**src/rtl/arb_pkg.sv**
```systemverilog
package arb_pkg;
  localparam int NUM_M = 2;

  typedef struct packed {
    logic valid;
    logic id;
  } grant_t;
endpackage

```
**src/rtl/arb_grant_core.sv**
```systemverilog
module arb_grant_core
  import arb_pkg::*;
(
  input  logic             clk,
  input  logic             rst,
  input  logic [NUM_M-1:0] req,
  output grant_t           grant
);
  grant_t cur_q, nxt;
  logic   last_q;
  logic   hold;

  assign hold = cur_q.valid && req[cur_q.id];

  always_comb begin
    nxt = cur_q;
    if (!hold) begin
      if (&req)        nxt = '{valid: 1'b1, id: ~last_q};
      else if (req[0]) nxt = '{valid: 1'b1, id: 1'b0};
      else if (req[1]) nxt = '{valid: 1'b1, id: 1'b1};
      else             nxt = '{valid: 1'b0, id: 1'b0};
    end
  end

  always_ff @(posedge clk) begin
    if (rst) begin
      cur_q  <= '{valid: 1'b0, id: 1'b0};
      last_q <= 1'b1;
    end else begin
      cur_q <= nxt;
      if (nxt.valid && !hold) last_q <= nxt.id;
    end
  end

  assign grant = cur_q;

  AST_GRANT_HELD: assert property (@(posedge clk) disable iff (rst)
    (cur_q.valid && req[cur_q.id]) |=> (cur_q.valid && cur_q.id == $past(cur_q.id)));
  AST_HANDOVER: assert property (@(posedge clk) disable iff (rst)
    (cur_q.valid && !req[cur_q.id] && req[~cur_q.id]) |=> (cur_q.valid && cur_q.id != $past(cur_q.id)));
  AST_FREE_SINGLE: assert property (@(posedge clk) disable iff (rst)
    (!cur_q.valid && req == 2'b01) |=> (cur_q.valid && cur_q.id == 1'b0));
  AST_TIE_ALTERNATES: assert property (@(posedge clk) disable iff (rst)
    (!cur_q.valid && &req) |=> (cur_q.valid && cur_q.id == ~$past(last_q)));
endmodule

```
**src/rtl/arb_req_mux.sv**
```systemverilog
module arb_req_mux
  import arb_pkg::*;
#(
  parameter int AW = 32,
  parameter int DW = 32,
  parameter int SW = DW / 8
) (
  input  grant_t                     grant,
  input  logic [NUM_M-1:0]           cyc,
  input  logic [NUM_M-1:0]           stb,
  input  logic [NUM_M-1:0]           we,
  input  logic [NUM_M-1:0][AW-1:0]   adr,
  input  logic [NUM_M-1:0][DW-1:0]   dat_w,
  input  logic [NUM_M-1:0][SW-1:0]   sel,
  output logic                       o_cyc,
  output logic                       o_stb,
  output logic                       o_we,
  output logic [AW-1:0]              o_adr,
  output logic [DW-1:0]              o_dat_w,
  output logic [SW-1:0]              o_sel
);
  always_comb begin
    o_cyc   = 1'b0;
    o_stb   = 1'b0;
    o_we    = 1'b0;
    o_adr   = '0;
    o_dat_w = '0;
    o_sel   = '0;
    for (int i = 0; i < NUM_M; i++) begin
      if (grant.valid && grant.id == 1'(i)) begin
        o_cyc   = cyc[i];
        o_stb   = cyc[i] & stb[i];
        o_we    = we[i];
        o_adr   = adr[i];
        o_dat_w = dat_w[i];
        o_sel   = sel[i];
      end
    end
  end
endmodule

```
**src/rtl/arb_resp_route.sv**
```systemverilog
module arb_resp_route
  import arb_pkg::*;
#(
  parameter int DW = 32
) (
  input  grant_t                   grant,
  input  logic                     i_ack,
  input  logic                     i_stall,
  input  logic [DW-1:0]            i_dat_r,
  output logic [NUM_M-1:0]         ack,
  output logic [NUM_M-1:0]         stall,
  output logic [NUM_M-1:0][DW-1:0] dat_r
);
  for (genvar g = 0; g < NUM_M; g++) begin : g_port
    logic owns;
    assign owns     = grant.valid && grant.id == 1'(g);
    assign ack[g]   = owns ? i_ack : 1'b0;
    assign stall[g] = owns ? i_stall : 1'b1;
    assign dat_r[g] = owns ? i_dat_r : '0;
  end
endmodule

```
**src/rtl/cyc_hold_arbiter.sv**
```systemverilog
module cyc_hold_arbiter
  import arb_pkg::*;
#(
  parameter int AW = 32,
  parameter int DW = 32,
  localparam int SW = DW / 8
) (
  input  logic          clk,
  input  logic          rst,
  input  logic          m0_cyc,
  input  logic          m0_stb,
  input  logic          m0_we,
  input  logic [AW-1:0] m0_adr,
  input  logic [DW-1:0] m0_dat_w,
  input  logic [SW-1:0] m0_sel,
  output logic          m0_ack,
  output logic          m0_stall,
  output logic [DW-1:0] m0_dat_r,
  input  logic          m1_cyc,
  input  logic          m1_stb,
  input  logic          m1_we,
  input  logic [AW-1:0] m1_adr,
  input  logic [DW-1:0] m1_dat_w,
  input  logic [SW-1:0] m1_sel,
  output logic          m1_ack,
  output logic          m1_stall,
  output logic [DW-1:0] m1_dat_r,
  output logic          s_cyc,
  output logic          s_stb,
  output logic          s_we,
  output logic [AW-1:0] s_adr,
  output logic [DW-1:0] s_dat_w,
  output logic [SW-1:0] s_sel,
  input  logic          s_ack,
  input  logic          s_stall,
  input  logic [DW-1:0] s_dat_r
);
  grant_t                   grant;
  logic [NUM_M-1:0]         ack_v, stall_v;
  logic [NUM_M-1:0][DW-1:0] rdat_v;

  arb_grant_core u_core (
    .clk   (clk),
    .rst   (rst),
    .req   ({m1_cyc, m0_cyc}),
    .grant (grant)
  );

  arb_req_mux #(.AW(AW), .DW(DW), .SW(SW)) u_mux (
    .grant   (grant),
    .cyc     ({m1_cyc, m0_cyc}),
    .stb     ({m1_stb, m0_stb}),
    .we      ({m1_we, m0_we}),
    .adr     ({m1_adr, m0_adr}),
    .dat_w   ({m1_dat_w, m0_dat_w}),
    .sel     ({m1_sel, m0_sel}),
    .o_cyc   (s_cyc),
    .o_stb   (s_stb),
    .o_we    (s_we),
    .o_adr   (s_adr),
    .o_dat_w (s_dat_w),
    .o_sel   (s_sel)
  );

  arb_resp_route #(.DW(DW)) u_route (
    .grant   (grant),
    .i_ack   (s_ack),
    .i_stall (s_stall),
    .i_dat_r (s_dat_r),
    .ack     (ack_v),
    .stall   (stall_v),
    .dat_r   (rdat_v)
  );

  assign m0_ack   = ack_v[0];
  assign m1_ack   = ack_v[1];
  assign m0_stall = stall_v[0];
  assign m1_stall = stall_v[1];
  assign m0_dat_r = rdat_v[0];
  assign m1_dat_r = rdat_v[1];

  AST_SINGLE_READY: assert property (@(posedge clk) disable iff (rst)
    (m0_stall || m1_stall) && !(m0_ack && m1_ack));
  AST_STB_FROM_OWNER: assert property (@(posedge clk) disable iff (rst)
    s_stb |-> ((m0_stb && m0_cyc && !m0_stall == !s_stall && grant.id == 1'b0) ||
               (m1_stb && m1_cyc && grant.id == 1'b1)));
  AST_IDLE_QUIET: assert property (@(posedge clk) disable iff (rst)
    !grant.valid |-> (!s_cyc && !s_stb && m0_stall && m1_stall));
endmodule

```
**config.mk**
```make
export PLATFORM = sky130hd
export DESIGN_NAME = cyc_hold_arbiter
export DESIGN_NICKNAME = d
export VERILOG_FILES = /design/src/rtl/arb_pkg.sv /design/src/rtl/arb_grant_core.sv /design/src/rtl/arb_req_mux.sv /design/src/rtl/arb_resp_route.sv /design/src/rtl/cyc_hold_arbiter.sv
export SDC_FILE = /design/constraint.sdc
export NUM_CORES = 1
export LEC_CHECK = 0
export ABC_AREA = 1
export BUFFER_PORTS_ARGS = -buffer_cell sky130_fd_sc_hd__buf_4
export CAP_MARGIN = 20
export CORE_AREA = 2 2 123 125
export CTS_BUF_LIST = sky130_fd_sc_hd__clkbuf_4
export DETAILED_ROUTE_END_ITERATION = 16
export DIE_AREA = 0 0 125 127
export PLACE_DENSITY_LB_ADDON = 0.08
export SYNTH_ARGS = -nofsm -noshare
export SYNTH_HDL_FRONTEND = slang
export SYNTH_HIERARCHICAL = 1
export SYNTH_SLANG_ARGS = --single-unit
export TNS_END_PERCENT = 30
```
**constraint.sdc**
```tcl
create_clock -name clk -period 3.1 [get_ports clk]
set_clock_uncertainty 0.05 [all_clocks]
set_input_delay 0.31 -clock clk [delete_from_list [all_inputs] [get_ports clk]]
set_output_delay 0.31 -clock clk [all_outputs]
set_load 0.005 [all_outputs]
```
==> results.toml <==
[die]
pin_count = 317
row_count = 44
width_of_the_die_um = 125
core_area_um2 = 14420
initial_core_util_pct = 10.82
die_area_um2 = 15880
vertical_die_dimension_um = 127

[critical_path]
worst_ep_required_time_ns = 2.74
timing.critical_path.mode_cell = "nand2_1"
cpMaxStageDelayCell = "dfxtp_1"
criticalPathCategory = "reg2out"
worst-r2r-setup-slack_ns = 2.07
timing.critical_path.slowest_cell_delay_ns = 0.50
worst_setup_path_startpoint = "u_core/grant[0]"
critPathArrivalTime_ns = 1.83
r2r_end = "u_core/last_q"
cp_max_fo = 29
timing.rr.start = "u_core/grant[0]"
endpoint_kind = "primary output"
cp-start-kind = "flip-flop"
reg2regPathDepth = 5
timing.critical_path.cells = "nand2_1 > inv_2 > buf_4 > nand2_1 > nand2_1 > buf_4"

[global_routing]
grt_pass1_vias = 3198
grt_start_max_net_pins = 72
antenna_violations_before_repair = 0
global_route_total_usage_across_every_layer_pct = 12.13
grt.overflow.total = 0
grt_pass1_wl_um = 15690

[yosys]
syn-cell-area_um2 = 1560
post-synth-top-area-fraction_pct = 50.52
synth.yosys.warnings = 6
mappedNetlistNets = 543
synth_cell_type_count = 15
ys_seq_elements = 3
number_of_standard_cells_after_synthesis = 365
netlist_top_cells_area = "nand2_1, nor2_1, inv_1, nand2_2, buf_6"
syn-mean-instance-area_um2 = 4.275
synthDominantAreaCellType = "nand2_1"
yosysSeqAreaShare_pct = 3.849

[clocking]
cts-buffers-inserted = 3
numClockSinks = 3
postCtsSetupBuffers = 0
ctsLongestPathBuffers = 2
clk-insertion-delay-late_ns = 0.24
cts_root_buffer = "clkbuf_4"
tritoncts = "built"
h-tree-depth = 1
cts_hold_buf = 0
cts.clk_slew.worst_paths_ns = 0.04
resized_cells_post_cts = 0

[hold_path]
number_of_cells_traversed_by_the_worst_hold_path = 2
holdCritStartpoint = "rst"
min-delay-path-class = "in2reg"
worstHoldEndpoint = "u_core/grant[0]"

[timing]
rsz0062_at_grt = "false"
period_minus_slack_ns = 2.189
fmax_mhz = 456.8
fin_hold_ws_ns = 0.2035
setup-violations-final = 0
drv_slew = 0
number_of_endpoints_with_negative_hold_slack_in_the_final_report = 0
slew_headroom_pct = 65.72
timing.final.crit_share_pct = 70.61
tightestPinTransition_ns = 0.5134
fin_tns_setup_ns = 0

[placed_design]
place_congestion = 0.8149
post-dp-hpwl_um = 9166
io_buffer_count = 316

[routing]
drt_pass1_iterations = 4
route.antenna.remaining_nets = 0
avgViaCountPerCell = 3.740
detail_route.iter0.violations = 87
drt-wirelength-per-cell_um = 12.34
dr_vias = 3198
dr_drc_count = 0
drt-total-wl_um = 10550

[layout]
layout-drive-gt1-share_pct = 51.71
synthToLayoutAreaGrowth_pct = 162.5
antenna_cells = 0
num-nets-final = 850

[power]
power.static_leakage_uw = 0.002664
maximum_vdd_ir_drop_uv = 50.85
power-per-cell-area_nw_per_um2 = 152.1

[status]
outcome = "complete, no violations"

[run]
cap_viol_max_count = 0
[worst max-delay path: cells and delay by family, from the launching register on]
| kind | cells | cell delay (ns) |
|---|---|---|
| buffers and inverters | 3 | 0.82 |
| flip-flops | 1 | 0.50 |
| AND/OR/NAND/NOR | 3 | 0.27 |
[worst max path at each step]
stage             endpoint  slack (ns)  depth (start not counted)
2_1_floorplan    s_adr[31]        1.72                          5
3_3_place_gp    s_dat_w[3]        1.15                          6
3_5_place_dp   s_dat_w[17]        1.13                          6
4_1_cts        s_dat_w[17]        0.86                          6
5_1_grt        s_dat_w[21]        0.70                          6
6_report       s_dat_w[17]        0.91                          6
[cells by family (layout without fill, tap and decap cells)]
logic type / after synthesis / count (layout) / synth area share (%)
AOI/OAI and AO/OA: 3 / 3 / 1.203
buffers and inverters: 63 / 369 / 20.29
DFF: 3 / 3 / 3.849
and+or+nand+nor: 296 / 296 / 74.66
[per-stage QoR]
stage / setup slack, ns / cell area, um^2 / cells / utilization, % / total power (uW)
after floorplan: 1.716 / 1560 / 365 / - / 207.2
after global placement: 1.150 / 4065 / 851 / 28.18 / 554.2
after detailed placement: 1.126 / 4065 / 851 / 28.18 / 551.9
after CTS: 0.8585 / 4095 / 855 / 28.39 / 638.6
after global routing: 0.6990 / 4095 / 855 / 28.39 / 679.3
final: 0.9110 / 4095 / 855 / 28.39 / 622.7
[cell type report]
| type | count | area, um^2 |
|---|---|---|
| clock buffers | 4 | 30.03 |
| fillers | 1631 | 10330 |
| inverters | 43 | 161.4 |
| multi-input cells | 299 | 1184 |
| flip-flops and latches | 3 | 60.06 |
| well taps | 184 | 230.2 |
| repair buffers | 322 | 2430 |
[cell usage in the layout (no fill, tap or decap), drive strengths merged]
master  instances
nor2           67
nand2         224
clkbuf          4
a21oi           3
inv            43
nand3           5
buf           322
dfxtp           3
[power breakdown]
| group | leakage (uW) | switching, uW | internal [uW] | total [uW] |
|---|---|---|---|---|
| sequential | 0.0000250 | 4.62 | 41.8 | 46.4 |
| clock | 0.0000184 | 23.3 | 57.2 | 80.5 |
| combinational | 0.00262 | 199 | 297 | 496 |
[state kept, by name (all words and copies together), names as in the netlist]
name	flops
u_core/last_q	1
u_core/grant	2
[per-layer routing]
| metal | wire length, um | track usage [%] | vias to the layer above |
|---|---|---|---|
| li1 | - | - | 1653 |
| met2 | 6170 | 26.85 | 190 |
| met3 | 1164 | 4.229 | 8 |
| met1 | 3105 | 10.23 | 1347 |
| met5 | 0 | 0 | - |
| met4 | 114 | 1.830 | 0 |
[synthesized netlist by cell type]
| master | number |
|---|---|
| a21oi_1 | 2 |
| a21oi_2 | 1 |
| buf_2 | 10 |
| buf_4 | 3 |
| buf_6 | 6 |
| buf_8 | 1 |
| dfxtp_1 | 3 |
| inv_1 | 39 |
| inv_2 | 4 |
| nand2_1 | 210 |
| nand2_2 | 14 |
| nand3_1 | 4 |
| nand3_2 | 1 |
| nor2_1 | 66 |
| nor2_4 | 1 |
(Power assumes the default switching activity.)
